--- config.mk ---
export PLATFORM = sky130hd
export DESIGN_NAME = wdog_timer
export DESIGN_NICKNAME = d
export VERILOG_FILES = /design/src/rtl/wdog_pkg.sv /design/src/rtl/wdog_regs.sv /design/src/rtl/wdog_core.sv /design/src/rtl/wdog_timer.sv
export SDC_FILE = /design/constraint.sdc
export NUM_CORES = 1
export LEC_CHECK = 0
export ABC_CLOCK_PERIOD_IN_PS = 4000
export BUFFER_PORTS_ARGS = -buffer_cell sky130_fd_sc_hd__buf_2
export CAP_MARGIN = 15
export CORE_MARGIN = 2
export CORE_UTILIZATION = 29
export DETAILED_ROUTE_END_ITERATION = 10
export GPL_ROUTABILITY_DRIVEN = 0
export HOLD_SLACK_MARGIN = 0.15
export SYNTH_ARGS = -nofsm -noshare
export SYNTH_HDL_FRONTEND = slang
export SYNTH_SLANG_ARGS = --single-unit
--- constraint.sdc ---
create_clock -name clk_i -period 4 [get_ports clk_i]
set_clock_uncertainty 0.15 [all_clocks]
set_input_delay 0.2 -clock clk_i [delete_from_list [all_inputs] [get_ports clk_i]]
set_output_delay 0.2 -clock clk_i [all_outputs]
set_load 0.02 [all_outputs]
--- src/rtl/wdog_pkg.sv ---
package wdog_pkg;
  localparam int SEL_W = 4;
  localparam logic [7:0] OFF_CTRL  = 8'h00;
  localparam logic [7:0] OFF_SEL   = 8'h04;
  localparam logic [7:0] OFF_CNT   = 8'h08;
  localparam logic [7:0] OFF_KICK  = 8'h0C;
  localparam logic [7:0] OFF_STAT  = 8'h10;
  localparam logic [7:0] OFF_ICLR  = 8'h14;
  localparam logic [7:0] OFF_PARAM = 8'hF4;
  localparam logic [31:0] KICK_KEY  = 32'h0000_0076;
  localparam logic [31:0] PARAM_VAL = 32'h0000_0040;
  typedef enum logic [1:0] {ST_IDLE, ST_RUN, ST_PULSE, ST_DEAD} wd_state_e;
endpackage

--- src/rtl/wdog_regs.sv ---
module wdog_regs
  import wdog_pkg::*;
#(
  parameter int CNT_W = 31
) (
  input  logic             clk_i,
  input  logic             rst_ni,
  input  logic             req_i,
  input  logic             we_i,
  input  logic [7:0]       addr_i,
  input  logic [31:0]      wdata_i,
  output logic [31:0]      rdata_o,
  input  logic [CNT_W-1:0] cnt_i,
  input  logic             irq_i,
  output logic             en_o,
  output logic             mode_o,
  output logic [SEL_W-1:0] sel_init_o,
  output logic [SEL_W-1:0] sel_run_o,
  output logic             kick_o,
  output logic             irq_clr_o
);
  logic wr, rd;
  logic en_q, mode_q;
  logic [2*SEL_W-1:0] sel_q;
  logic [31:0] rd_mux, rdata_q;

  assign wr = req_i & we_i;
  assign rd = req_i & ~we_i;

  always_ff @(posedge clk_i or negedge rst_ni) begin
    if (!rst_ni) begin
      en_q   <= 1'b0;
      mode_q <= 1'b0;
      sel_q  <= '0;
    end else if (wr) begin
      if (addr_i == OFF_CTRL) begin
        en_q   <= en_q | wdata_i[0];  // set-only
        mode_q <= wdata_i[1];
      end
      if (addr_i == OFF_SEL) sel_q <= wdata_i[2*SEL_W-1:0];
    end
  end

  always_comb begin
    unique case (addr_i)
      OFF_CTRL:  rd_mux = {30'b0, mode_q, en_q};
      OFF_SEL:   rd_mux = {{(32-2*SEL_W){1'b0}}, sel_q};
      OFF_CNT:   rd_mux = 32'(cnt_i);
      OFF_STAT:  rd_mux = {31'b0, irq_i};
      OFF_PARAM: rd_mux = PARAM_VAL;
      default:   rd_mux = '0;
    endcase
  end

  always_ff @(posedge clk_i or negedge rst_ni) begin
    if (!rst_ni)  rdata_q <= '0;
    else if (rd)  rdata_q <= rd_mux;
  end

  assign rdata_o    = rdata_q;
  assign en_o       = en_q;
  assign mode_o     = mode_q;
  assign sel_run_o  = sel_q[SEL_W-1:0];
  assign sel_init_o = sel_q[2*SEL_W-1:SEL_W];
  assign kick_o     = wr && addr_i == OFF_KICK && wdata_i == KICK_KEY;
  assign irq_clr_o  = rd && addr_i == OFF_ICLR;


  en_lock_chk: assert property (@(posedge clk_i) disable iff (!rst_ni)
    en_q |=> en_q);
endmodule

--- src/rtl/wdog_core.sv ---
module wdog_core
  import wdog_pkg::*;
#(
  parameter int BASE_EXP  = 16,
  parameter int PULSE_LEN = 8,
  localparam int NUM_SEL = 1 << SEL_W,
  localparam int CNT_W   = BASE_EXP + NUM_SEL - 1
) (
  input  logic             clk_i,
  input  logic             rst_ni,
  input  logic             en_i,
  input  logic             mode_i,
  input  logic [SEL_W-1:0] sel_init_i,
  input  logic [SEL_W-1:0] sel_run_i,
  input  logic             kick_i,
  input  logic             irq_clr_i,
  output logic [CNT_W-1:0] cnt_o,
  output logic             irq_o,
  output logic             sys_rst_o
);
  localparam int PW = $clog2(PULSE_LEN + 1);

  wd_state_e        state_q;
  logic [CNT_W-1:0] cnt_q;
  logic [PW-1:0]    pcnt_q;
  logic             irq_q, irq_pend;

  function automatic logic [CNT_W-1:0] top_val(input logic [SEL_W-1:0] s);
    return {CNT_W{1'b1}} >> (NUM_SEL - 1 - int'(s));
  endfunction

  assign irq_pend = irq_q & ~irq_clr_i;

  always_ff @(posedge clk_i or negedge rst_ni) begin
    if (!rst_ni) begin
      state_q <= ST_IDLE;
      cnt_q   <= '0;
      pcnt_q  <= '0;
      irq_q   <= 1'b0;
    end else begin
      unique case (state_q)
        ST_IDLE: if (en_i) begin
          cnt_q   <= top_val(sel_init_i);
          state_q <= ST_RUN;
        end
        ST_RUN: begin
          if (kick_i) begin
            cnt_q <= top_val(sel_run_i);
            irq_q <= 1'b0;
          end else if (cnt_q == '0) begin
            if (!mode_i || irq_pend) begin
              state_q <= ST_PULSE;
              pcnt_q  <= PW'(PULSE_LEN - 1);
              irq_q   <= 1'b0;
            end else begin
              irq_q <= 1'b1;
              cnt_q <= top_val(sel_run_i);
            end
          end else begin
            cnt_q <= cnt_q - 1'b1;
            irq_q <= irq_pend;
          end
        end
        ST_PULSE: begin
          if (pcnt_q == '0) state_q <= ST_DEAD;
          else              pcnt_q  <= pcnt_q - 1'b1;
        end
        default: ;
      endcase
    end
  end

  assign cnt_o     = cnt_q;
  assign irq_o     = irq_q;
  assign sys_rst_o = (state_q == ST_PULSE);


  cnt_dec_chk: assert property (@(posedge clk_i) disable iff (!rst_ni)
    (state_q == ST_RUN && !kick_i && cnt_q != '0) |=> cnt_q == $past(cnt_q) - 1'b1);

  rst_mode_chk: assert property (@(posedge clk_i) disable iff (!rst_ni)
    (state_q == ST_RUN && !mode_i && !kick_i && cnt_q == '0) |=> sys_rst_o);

  kick_clr_chk: assert property (@(posedge clk_i) disable iff (!rst_ni)
    (state_q == ST_RUN && kick_i) |=> !irq_o);

  irq_hold_chk: assert property (@(posedge clk_i) disable iff (!rst_ni)
    (irq_o && state_q == ST_RUN && !kick_i && !irq_clr_i && cnt_q != '0) |=> irq_o);

  dead_stay_chk: assert property (@(posedge clk_i) disable iff (!rst_ni)
    (state_q == ST_DEAD) |=> (state_q == ST_DEAD && !sys_rst_o && $stable(cnt_q)));
endmodule

--- src/rtl/wdog_timer.sv ---
module wdog_timer
  import wdog_pkg::*;
#(
  parameter int BASE_EXP  = 16,
  parameter int PULSE_LEN = 8
) (
  input  logic        clk_i,
  input  logic        rst_ni,
  input  logic        req_i,
  input  logic        we_i,
  input  logic [7:0]  addr_i,
  input  logic [31:0] wdata_i,
  output logic [31:0] rdata_o,
  output logic        irq_o,
  output logic        sys_rst_o
);
  localparam int CNT_W = BASE_EXP + (1 << SEL_W) - 1;

  logic             en, mode, kick, irq_clr;
  logic [SEL_W-1:0] sel_init, sel_run;
  logic [CNT_W-1:0] cnt;

  wdog_regs #(.CNT_W(CNT_W)) u_regs (
    .clk_i, .rst_ni, .req_i, .we_i, .addr_i, .wdata_i, .rdata_o,
    .cnt_i(cnt), .irq_i(irq_o), .en_o(en), .mode_o(mode),
    .sel_init_o(sel_init), .sel_run_o(sel_run), .kick_o(kick), .irq_clr_o(irq_clr)
  );

  wdog_core #(.BASE_EXP(BASE_EXP), .PULSE_LEN(PULSE_LEN)) u_core (
    .clk_i, .rst_ni, .en_i(en), .mode_i(mode), .sel_init_i(sel_init),
    .sel_run_i(sel_run), .kick_i(kick), .irq_clr_i(irq_clr),
    .cnt_o(cnt), .irq_o, .sys_rst_o
  );
endmodule

# Word level (Yosys, flattened, before mapping)
# Cells that the tools add are included.
[totals]
regBits = 80
latch_bits = 0
mem_bits_rw = 0
romBits = 0
wordCells = 73
n_memories = 0
[classes]
n_addsub = 4
mul = 0
div_mod_pow = 0
n_lt_le_gt_ge = 0
eq_ne = 16
n_shift = 2
muxes = 20
bitwise = 6
n_reduce_logical = 17
[op_table]
columns = ["operator", "count"]
rows = [
  ["31-bit case mux with 5 select lines", 1],
  ["31-bit two-way mux", 4],
  ["31-bit by 32-bit >> shifter with 31-bit output, first input constant", 2],
  ["31-bit case mux with 2 select lines", 1],
  ["32-bit by 7-bit == test with 1-bit output, second input constant", 1],
  ["31-bit zero test", 1],
  ["31-bit by 1-bit subtractor with 31-bit output, second input constant", 1],
  ["8-bit by 4-bit == test with 1-bit output, second input constant", 2],
  ["8-bit by 5-bit == test with 1-bit output, second input constant", 2],
  ["4-bit two-way mux", 4],
  ["2-bit two-way mux", 5],
  ["4-bit by 4-bit subtractor with 5-bit output, first input constant", 2],
  ["8-bit by 3-bit == test with 1-bit output, second input constant", 1],
  ["8-bit == test, second input constant", 1],
  ["8-bit zero test", 1],
  ["4-bit case mux with 2 select lines", 1],
  ["2-bit by 1-bit != test with 1-bit output, second input constant", 3],
  ["2-bit != test, second input constant", 3],
  ["2-bit case mux with 3 select lines", 1],
  ["6-bit AND reduction", 1],
  ["5-bit AND reduction", 1],
  ["4-bit zero test", 1],
  ["4-bit != test, second input constant", 1],
  ["2-bit AND reduction", 2],
  ["other kinds (14)", 22],
]

# Depth between registers and ports, before layout
# Gate-level depths: netlist of the first run.
[depth]
word_depth = 10
depth_mapped = 9

# Cells and area by module
# Synthesis of the first run repeated with hierarchy kept, for this count alone.
[unflattened]
hier_cells = 489
hier_area_um2 = 4655.7
[by_module_without_submodules]
columns = ["mod", "instances", "cells_each", "area_each_um2"]
rows = [
  ["wdog_core", 1, 340, 2835.2],
  ["wdog_regs", 1, 149, 1820.5],
]

# Least setup slack after synthesis of the first run
# Ideal clock, no wire load.
[synth_timing]
path_kind = "reg-to-reg"
from = "register u_core.cnt_q[15], in the netlist u_core.cnt_o[15]"
to = "register u_core.cnt_q[18], in the netlist u_core.cnt_o[18]"
setup_ns = 0.121
arrival_time_ns = 2.320
required_ns = 3.729
path_slack_ns = 1.409
path_stages_with_launch = 8
synth_period_minus_slack_ns = 2.591
path_cell_list = "dfrtp_1 -> or4_4 -> nand4b_4 -> or3_1 -> buf_6 -> a2111oi_4 -> o21ai_1 -> a22o_1"
[synth_between]
elab_chain_len = 4
elab_cells_between_ends = 7
[synth_rtl]
columns = ["item", "line_no", "text"]
rows = [
  ["from (decl)", "wdog_core.sv:24", "logic [CNT_W-1:0] cnt_q;"],
  ["from (signal assigned)", "wdog_core.sv:43", "cnt_q <= top_val(sel_init_i);"],
  ["from (signal assigned)", "wdog_core.sv:48", "cnt_q <= top_val(sel_run_i);"],
  ["from (signal assigned)", "wdog_core.sv:57", "cnt_q <= top_val(sel_run_i);"],
  ["31-bit by 1-bit subtractor with 31-bit output or 31-bit zero test (tied branches)", "wdog_core.sv:60, wdog_core.sv:50", ""],
  ["31-bit two-way mux", "wdog_core.sv:50", "end else if (cnt_q == '0) begin"],
  ["31-bit two-way mux", "wdog_core.sv:47", "if (kick_i) begin"],
  ["31-bit case mux with 2 select lines", "wdog_core.sv:41", "unique case (state_q)"],
]
# Parallel ways exist; a longest one is shown, timed or not.
# A chain may end at the register's enable or synchronous reset.

# Worst setup path in the final report of the first run
[layout_timing]
from = "register u_core.cnt_q[23], in the netlist u_core.cnt_o[23]"
to = "register u_core.cnt_q[30], in the netlist u_core.cnt_o[30]"
# Same word-level chain as after synthesis.

==> reports/metrics.yaml, run 1 <==
synth_compound_area_share_pct: 26.9
cp_num_buf_inv: 0
power_frac_comb_pct: 4.7
max_cap_violations: 0
powerDensity_nw_per_um2: 318
synth-adder-area-share_pct: 2.12
synth_seq_cells: 79
sw_frac_of_total_pct: 22.4
clock_path_buffers: 2
status: "complete, no violations"
crit_required_ps: 4080
final_area_um2: 5700
critPathMaxStageDelay_ps: 670
cp-end-kind: "flop"
die_width_um: 132
drc: 0
dpl_cell_area_um2: 5270
synth_area_um2: 4720
die_y_um: 132
drive_above_1_share_pct: 23.0
seqPwrFrac_pct: 44.9
initial_core_util_pct: 29.7
internal-power_mw: 1.41
port_buffers: 76
cts_tree: "built"
ir_drop_uv: 153
routed_wl_mm: 13.4
dominantRegCellSynth: "dfrtp_1"
syn_nets: 538
final_cell_mix: "dfrtp_1 (79), buf_2 (75), a22o_1 (39)"
stdcell_count: 778
synth_top_family_by_area: "compound AO/OA/AOI/OAI gates"
cp_cell_sequence: "nor3_1, nand4_1, or3_1, nand2_1, o21ai_0, o2bb2ai_1"
nFillCells: 1634
drt-wirelength-per-cell_um: 17.2
grt_usage_pct: 15.7
syn_avg_cell_area_um2: 9.71
fp-row-count: 46
fmax_mhz: 327
dp_hpwl_mm: 9.39
post_cts_buffers: 0
ys_seq_area_share_pct: 41.9
cts-resized-gates: 0
path_class: "reg2reg"
p_leak_nw: 2.39
clk_latency_ps: 350
drtIter0Drc: 264
cts.reportedPaths.clkPinSlew_ps: 60
core_um2: 15900
overflow: 0
vias_per_cell: 5.51
crit_path_start_kind: "flop"
pin_count: 78
via_count: 4290
final.setup.tns_ps: 0
worst_ep_arrival_time_ps: 3130
dieArea_um2: 17300
synthArstFlopShare_pct: 100
grt_pass1_wl_mm: 22.0
dp_cells: 753
synth-edff-count: 0
rsz0062_at_grt: "false"
hold_buffers: 9
setup_viol: 0
drv_slew: 0
nets: 609
grt_pass1_vias: 4258
final_util_pct: 35.9
finalPower_mw: 1.81
synthCells: 486
slew_headroom_pct: 33.3
synth_cell_types: 67
antenna_cells: 0
grt_max_degree: 80
area_growth_syn_to_layout_pct: 20.7
hold_path.class: "in2reg"
fin_crit_ps: 3060
yosys-mux-area-fraction_pct: 3.45
root_buffer: "clkbuf_16"
cts_num_sinks: 79
htree_levels: 3
path_delay_family: "simple AND/OR/NAND/NOR gates"
crit_fanout: 14
max_slew.worst_pin.slew_ps: 1000
cp_slowest_cell: "or3_1"
net-switching-power_uw: 406
r2r_slack_ps: 940
min_period_over_period_pct: 76.5
first_pass_iters: 5
power_frac_clock_pct: 50.4
ys_warn_count: 0
antenna_found_initial: 0
final_hold_viol_count: 0
yosys.area_share.simple_pct: 21.0
synth_xor_area_share_pct: 0.186
mostFrequentLayoutCell: "dfrtp_1"
cts_made_buffers: 9
postRouteAntennaNets: 0
==> cells by family (layout without fill, tap and decap cells) <==
family | Yosys count | in the layout
and+or+nand+nor | 171 | 171
AOI/OAI and AO/OA | 165 | 165
DFF | 79 | 79
buffers and inverters | 46 | 122
muxes | 15 | 15
adders and majority gates | 8 | 8
other | 1 | 1
xor gates and xnor gates | 1 | 1
==> final timing paths <==
kind,end,cells past startpoint,from
setup / recovery,u_core.cnt_o[30]$_DFFE_PN0P_,6,u_core.cnt_o[23]$_DFFE_PN0P_
hold / removal,u_regs.en_o$_DFFE_PN0P_,3,we_i
setup reg to reg,u_core.cnt_o[30]$_DFFE_PN0P_,6,u_core.cnt_o[23]$_DFFE_PN0P_
hold reg to reg,u_regs.rdata_o[6]$_DFFE_PN0P_,2,u_regs.rdata_o[6]$_DFFE_PN0P_
max in group asynchronous,u_core.cnt_o[26]$_DFFE_PN0P_,2,rst_ni
min in group asynchronous,u_regs.rdata_o[7]$_DFFE_PN0P_,2,rst_ni
==> registers in the layout, summed over array words and instances, names as in the netlist <==
register and count:
u_regs.en_o 1, u_regs.rdata_o 31, u_regs.sel_q 8, u_core.state_q 2
u_core.cnt_o 31, u_core.irq_o 1, u_core.pcnt_q 4, u_regs.mode_o 1
==> cells in the mapped netlist (all sizes together), types with 2 or more instances <==
| cell type | number | area [um^2] |
|---|---|---|
| nor2b | 3 | 18.8 |
| and4b | 2 | 20.0 |
| nand4 | 10 | 62.6 |
| o21a | 4 | 30.0 |
| nand3 | 10 | 55.1 |
| a211o | 2 | 17.5 |
| nor4b | 5 | 43.8 |
| mux2 | 10 | 113 |
| and2 | 2 | 12.5 |
| o22a | 5 | 43.8 |
| ha | 8 | 100 |
| o31ai | 8 | 60.1 |
| nand2b | 5 | 31.3 |
| o31a | 3 | 26.3 |
| nor3b | 3 | 22.5 |
| a2111oi | 2 | 55.1 |
| or4 | 5 | 45.0 |
| buf | 9 | 66.3 |
| o41ai | 5 | 43.8 |
| o32a | 2 | 20.0 |
| nor4 | 15 | 115 |
| clkbuf | 22 | 83.8 |
| a211oi | 5 | 37.5 |
| o21ai | 37 | 185 |
| or2 | 4 | 25.0 |
| nor3 | 27 | 158 |
| a22oi | 2 | 15.0 |
| a22o | 39 | 342 |
| or3 | 12 | 80.1 |
| dfrtp | 79 | 1980 |
| a21oi | 20 | 100 |
| and3 | 3 | 18.8 |
| inv | 15 | 56.3 |
| nand2 | 26 | 97.6 |
| o211ai | 2 | 15.0 |
| mux2i | 5 | 50.1 |
| o221ai | 2 | 17.5 |
| o2bb2ai | 7 | 61.3 |
| a221oi | 3 | 26.3 |
| nor2 | 35 | 131 |
| a31oi | 9 | 86.3 |
==> metal layers <==
metal / track usage, % / vias to the layer above / wire length, um
li1: - / 2029 / -
met1: 21.2 / 2077 / 6320
met2: 25.2 / 172 / 6060
met3: 3.51 / 12 / 826
met4: 4.53 / 0 / 141
met5: 0 / - / 0
==> power by group through the flow <==
stage | sequential [mW] | clock, mW | combinational, mW
after CTS | 0.812 | 0.929 | 0.0873
after global routing | 0.812 | 0.960 | 0.0970
after floorplan | 0.821 | 0 | 0.0365
after global placement | 0.826 | 0 | 0.0780
after detailed placement | 0.827 | 0 | 0.0804
final | 0.812 | 0.913 | 0.0856
==> per-stage QoR <==
step | worst slack (ps) | hold WS [ps]
5_1_grt | 657 | 198
3_3_place_gp | 1060 | 275
4_1_cts | 963 | 169
2_1_floorplan | 1410 | -246
6_report | 940 | 172
3_5_place_dp | 941 | 289
==> area by class of cell <==
cell class / instances / area [um^2] / share of cell area (%)
Sequential cell: 79 / 1980 / 34.7
Inverter: 15 / 56.3 / 0.988
Tap cell: 216 / 270 / 4.74
Multi-Input combinational cell: 361 / 2540 / 44.6
Clock inverter: 6 / 93.8 / 1.65
Timing Repair Buffer: 91 / 518 / 9.09
Clock buffer: 10 / 239 / 4.20
==> worst min-delay path, stage by stage <==
cell	delay (ps)
buf_2	100
and4_1	210
a21o_1	120
No activity file was read; power rests on OpenSTA's default activity.
==> run 2: changes to the inputs <==
Settings changed: ABC_CLOCK_PERIOD_IN_PS 4000 to 3100.
Clock period 4 ns to 3.1 ns, I/O delays scaled along.
==> run 2 against run 1 <==
  * Utilization increased by 0.79 points
  * Worst setup slack got worse by 720 ps
  * Sequential power increased by 29%
  * Largest cell class unchanged
  * Worst hold slack got worse by 10 ps
  * First-iteration DRC count increased by 24%
  * Global-route usage increased by 0.54 points
  * Clock power increased by 42%
  * Critical endpoint is now u_core.cnt_o[27]$_DFFE_PN0P_
  * Sequential cell count unchanged
  * Sequential share of layout area decreased by 0.75 points
  * Clock-buffer cell count decreased by 1
  * Via count increased by 2.1%
  * Register-to-register slack got worse by 720 ps
==> reports/metrics.yaml, run 2 (synthesis results as in run 1) <==
ir_drop_uv: 207  # +36%
clock_path_buffers: 2  # unchanged
dp_hpwl_mm: 9.53  # +1.5%
crit_fanout: 11  # -3
drive_above_1_share_pct: 23.9  # +0.96 points
vias_per_cell: 5.55  # +0.72%
holdPathEnd: "u_regs.mode_o$_DFFE_PN0P_"
cts_tree: "built"
post_cts_buffers: 0  # unchanged
port_buffers: 76  # unchanged
cts_num_sinks: 79  # unchanged
pin_count: 78  # unchanged
r2r_cells: 6  # unchanged
via_count: 4382  # +2.1%
status: "complete, no violations"
first_pass_iters: 5  # unchanged
fin_crit_ps: 2870  # -185 ps
antenna_cells: 0  # unchanged
path_class: "reg2reg"
drt-wirelength-per-cell_um: 17.3  # +0.78%
slew_headroom_pct: 32.1  # -1.2 points
grt_usage_pct: 16.2  # +0.54 points
grt_pass1_wl_mm: 22.7  # +3.0%
p_leak_nw: 2.46  # +3.0%
clk_latency_ps: 350  # about the same
r2r-end: "u_core.cnt_o[27]$_DFFE_PN0P_"
postRouteAntennaNets: 0  # unchanged
setup_viol: 0  # unchanged
final_cell_mix: "dfrtp_1 (79), buf_2 (75), a22o_1 (39)"
max_slew.worst_pin.slew_ps: 1020  # +17.5 ps
drv_slew: 0  # unchanged
root_buffer: "clkbuf_16"
timing.rr.start: "u_core.cnt_o[15]$_DFFE_PN0P_"
dieArea_um2: 17300  # unchanged
overflow: 0  # unchanged
grt_pass1_vias: 4403  # +3.4%
rsz0062_at_grt: "false"
drc: 0  # unchanged
fp-row-count: 46  # unchanged
grt_max_degree: 80  # unchanged
die_y_um: 132  # unchanged
area_growth_syn_to_layout_pct: 23.3
cp-end-kind: "flop"
max_cap_violations: 0  # unchanged
final.setup.tns_ps: 0  # unchanged
mostFrequentLayoutCell: "dfrtp_1"
drtIter0Drc: 327  # +24%
whs_path_depth: 3  # unchanged
cts.reportedPaths.clkPinSlew_ps: 60  # about the same
core_um2: 15900  # unchanged
nets: 620  # +1.8%
powerDensity_nw_per_um2: 423  # +33%
min-delay-start: "we_i"
final_hold_viol_count: 0  # unchanged
nFillCells: 1641  # +0.43%
final_area_um2: 5820  # +2.2%
initial_core_util_pct: 29.7  # unchanged
htree_levels: 3  # unchanged
worst_ep_arrival_time_ps: 3000  # -130 ps
crit_path_start_kind: "flop"
die_width_um: 132  # unchanged
min_period_over_period_pct: 92.7  # +16 points
hold_path.class: "in2reg"
routed_wl_mm: 13.6  # +2.2%
crit_required_ps: 3220  # -860 ps
fmax_mhz: 348  # +6.4%
dpl_cell_area_um2: 5330  # +1.0%
cts_made_buffers: 9  # unchanged
stdcell_count: 789  # +1.4%
r2r_slack_ps: 230  # -720 ps
antenna_found_initial: 0  # unchanged
dp_cells: 760  # +0.93%
timing.hold.ws_ps: 161  # -10.2 ps
-- run 2: cell count changes in the layout (fill, tap and decap cells not counted), moves of 2 or more --
cell           delta
clkinv_2          +3
bufinv_16         +2
clkinv_4          -3
buf_4             +7
dlygate4sd3_1     +4
-- run 2: stage by stage --
| step | total power, mW | setup WS (ps) | utilization [%] |
|---|---|---|---|
| after floorplan | 1.11 | 509 | - |
| after global placement | 1.17 | 270 | 33.5 |
| after detailed placement | 1.17 | 206 | 33.5 |
| after CTS | 2.49 | 190 | 36.6 |
| after global routing | 2.54 | 35.3 | 36.6 |
| final | 2.46 | 225 | 36.6 |
-- run 2: how the worst max path moves through the flow --
stage / endpoint / depth (start not counted) / slack (ps) / start
finish: u_core.cnt_o[27]$_DFFE_PN0P_ / 6 / 230 / u_core.cnt_o[15]$_DFFE_PN0P_
CTS: u_core.cnt_o[27]$_DFFE_PN0P_ / 6 / 190 / u_core.cnt_o[23]$_DFFE_PN0P_
global route: u_core.cnt_o[27]$_DFFE_PN0P_ / 6 / 40 / u_core.cnt_o[21]$_DFFE_PN0P_
detailed placement: u_core.cnt_o[27]$_DFFE_PN0P_ / 6 / 210 / u_core.cnt_o[23]$_DFFE_PN0P_
global placement: u_core.cnt_o[18]$_DFFE_PN0P_ / 6 / 270 / u_core.cnt_o[23]$_DFFE_PN0P_
floorplan: u_core.cnt_o[18]$_DFFE_PN0P_ / 7 / 510 / u_core.cnt_o[15]$_DFFE_PN0P_
-- run 2: what timing repair did --
item,CTS,global route
gates resized for setup,0,1
endpoints found under the hold margin,91,0
hold buffers,13,0
setup endpoints to repair,0,5
-- run 2: area by class of cell --
class	count	area, um^2	area share [%]
multi-input combinational	361	2550	43.8
sequential	79	1980	34.0
clock inverter	7	135	2.32
tap	216	270	4.64
inverter	15	56.3	0.967
timing repair buffer	102	611	10.5
clock buffer	9	225	3.87
-- run 2: critical path, stage by stage, from the launching register on --
cell       delay [ps]
dfrtp_1           430
or4_4             590
nand4b_4          260
or3_1             610
a21oi_1           410
a311oi_1          150
o2bb2ai_1         190
-- run 2: where the power goes --
part	leakage (nW)	internal (mW)	switching, mW
clock network	0.179	0.864	0.438
logic	1.32	0.0494	0.0650
registers	0.962	1.04	0.0129
-- run 2: layer usage --
layer / GRT usage [%] / share of wire (%)
met1: 21.8 / 46
met3: 3.78 / 6.7
met5: 0 / 0
met4: 6.04 / 2.4
met2: 25.5 / 45
==> run 3: changes to the inputs <==
Settings changed: ABC_CLOCK_PERIOD_IN_PS 3100 to 2700, CORE_MARGIN 2 to 3.
Clock period 3.1 ns to 2.7 ns, I/O delays scaled along.
==> run 3 against run 2 <==
  * Critical endpoint is now u_core.cnt_o[21]$_DFFE_PN0P_
  * First-iteration DRC count grew 15%
  * Die area grew 3.1%
  * Clock power shrank 14%
  * Total power shrank 0.47%
  * Cell count grew 2.8%
  * Critical path depth grew 1
  * Utilization grew 0.59 points
  * Highest routed layer unchanged
==> reports/metrics.yaml, run 3 (synthesis results as in run 1) <==
final_hold_viol_count: 0  # unchanged
via_count: 4456  # +1.7%
fp-row-count: 46  # unchanged
multi_input_area_um2: 2570  # +0.74%
critPathMaxStageDelay_ps: 560  # -50 ps
core_um2: 15900  # unchanged
crit_required_ps: 2770  # -450 ps
final_area_um2: 5920  # +1.6%
sw_frac_of_total_pct: 24.0  # +3.1 points
first_pass_iters: 5  # unchanged
initial_core_util_pct: 29.7  # unchanged
grt_max_degree: 80  # unchanged
p_leak_nw: 2.51  # +2.0%
max_slew.worst_pin.slew_ps: 1020  # +5.34 ps
worst_ep_arrival_time_ps: 2710  # -290 ps
postRouteAntennaNets: 0  # unchanged
crit_fanout: 23  # +12
max_cap_violations: 0  # unchanged
fin_crit_ps: 2640
status: "complete, no violations"
cts.reportedPaths.clkPinSlew_ps: 60  # about the same
overflow: 0  # unchanged
post_cts_buffers: 0  # unchanged
root_buffer: "clkbuf_16"
dp_cells: 782  # +2.9%
dpl_cell_area_um2: 5490  # +3.1%
grt_usage_pct: 15.8  # -0.43 points
dp_hpwl_mm: 9.77  # +2.5%
cp_cell_sequence: "dlygate4sd3_1, buf_2, or3_1, or4_4, a21bo_4, a31o_4, o32a_1"
clock_path_buffers: 2  # unchanged
drtIter0Drc: 375  # +15%
antenna_found_initial: 0  # unchanged
ir_drop_uv: 283  # +36%
crit_path_start_kind: "input port"
die_y_um: 134  # +1.5%
vias_per_cell: 5.49  # -1.1%
drt-wirelength-per-cell_um: 17.1  # -1.4%
powerDensity_nw_per_um2: 415  # -2.1%
final_cell_mix: "dfrtp_1 (79), buf_2 (75), a22o_1 (39)"
port_buffers: 76  # unchanged
regArea_um2: 1980  # unchanged
cp_slowest_cell: "or4_4"
cts_num_sinks: 79  # unchanged
mostFrequentLayoutCell: "dfrtp_1"
drive_above_1_share_pct: 27.2  # +3.3 points
final_util_pct: 37.2  # +0.59 points
die_width_um: 134  # +1.5%
timing.hold.ws_ps: 159  # -2.54 ps
net-switching-power_uw: 589  # +14%
htree_levels: 3  # unchanged
routed_wl_mm: 13.8  # +1.4%
grt_pass1_wl_mm: 22.9  # +0.98%
clk_latency_ps: 340  # about the same
power_frac_comb_pct: 5.4  # +0.8 points
power_frac_clock_pct: 45.6  # -7.2 points
dieArea_um2: 17800  # +3.1%
rsz0062_at_grt: "true"
hold_path.class: "in2reg"
cts_tree: "built"
drv_slew: 0  # unchanged
slew_headroom_pct: 31.8  # -0.36 points
min_period_over_period_pct: 97.6
seqPwrFrac_pct: 49.1  # +6.6 points
path_class: "in2reg"
drc: 0  # unchanged
setup_viol: 0  # unchanged
grt_pass1_vias: 4448  # +1.0%
cts_made_buffers: 9  # unchanged
antenna_cells: 0  # unchanged
internal-power_mw: 1.86  # -4.4%
stdcell_count: 811  # +2.8%
fmax_mhz: 379
nFillCells: 1631  # -0.61%
cp-end-kind: "flop"
area_growth_syn_to_layout_pct: 25.3
final.setup.tns_ps: 0  # unchanged
nets: 642  # +3.5%
pin_count: 78  # unchanged
run 3: cell types whose count changed in the layout (fill, tap and decap cells not counted), moves of 2 or more:
cell / delta
buf_4: +21
bufinv_16: -4
clkinvlp_4: +3
or3_1: -2
or3_4: +2
run 3: final cells by class:
type                       instances  share of cell area, %
multi-input combinational        361                   43.4
sequential                        79                   33.4
inverter                          15                  0.952
clock inverter                     6                  0.635
clock buffer                      10                   3.87
timing repair buffer             124                   13.2
tap                              216                   4.57
run 3: metrics by stage:
step	total power, mW	worst slack, ps
global placement	1.34	158
CTS	2.48	38.1
finish	2.45	64.9
detailed placement	1.34	64.2
global route	2.54	-28.9
floorplan	1.27	109
run 3: layer usage:
layer / routed length [um] / vias up / track usage, %
met5: 0 / - / 0
met4: 231 / 0 / 4.17
met3: 976 / 27 / 3.55
met2: 6330 / 208 / 25.2
met1: 6300 / 2130 / 21.8
li1: - / 2091 / -
run 3: power by group through the flow:
stage / Sequential (mW) / Combinational [mW] / Clock [mW]
after floorplan: 1.22 / 0.0541 / 0
after global placement: 1.22 / 0.116 / 0
after detailed placement: 1.22 / 0.120 / 0
after CTS: 1.20 / 0.133 / 1.14
after global routing: 1.20 / 0.147 / 1.19
final: 1.20 / 0.132 / 1.12
run 3: critical path, delay by kind of cell:
family | cells | cell delay (ps)
AOI/OAI and AO/OA | 3 | 980
and+or+nand+nor | 2 | 920
buffers and inverters | 2 | 660
run 3: worst paths after layout:
| path | startpoint | end | slack, ps | depth (start not counted) |
|---|---|---|---|---|
| max in group asynchronous | rst_ni | u_core.cnt_o[0]$_DFFE_PN0P_ | 1380 | 2 |
| min in group asynchronous | rst_ni | u_regs.rdata_o[30]$_DFFE_PN0P_ | 370 | 2 |
| min reg2reg | u_regs.rdata_o[6]$_DFFE_PN0P_ | u_regs.rdata_o[6]$_DFFE_PN0P_ | 330 | 2 |
| max reg2reg | u_core.cnt_o[15]$_DFFE_PN0P_ | u_core.cnt_o[24]$_DFFE_PN0P_ | 180 | 8 |
| min | we_i | u_regs.mode_o$_DFFE_PN0P_ | 160 | 3 |
| max | addr_i[6] | u_core.cnt_o[21]$_DFFE_PN0P_ | 60 | 7 |
run 3: repair_timing:
action	in CTS	in global routing
gates resized for setup	0	7
hold endpoints to repair	91	0
hold buffers	13	0
setup endpoints to repair	0	15
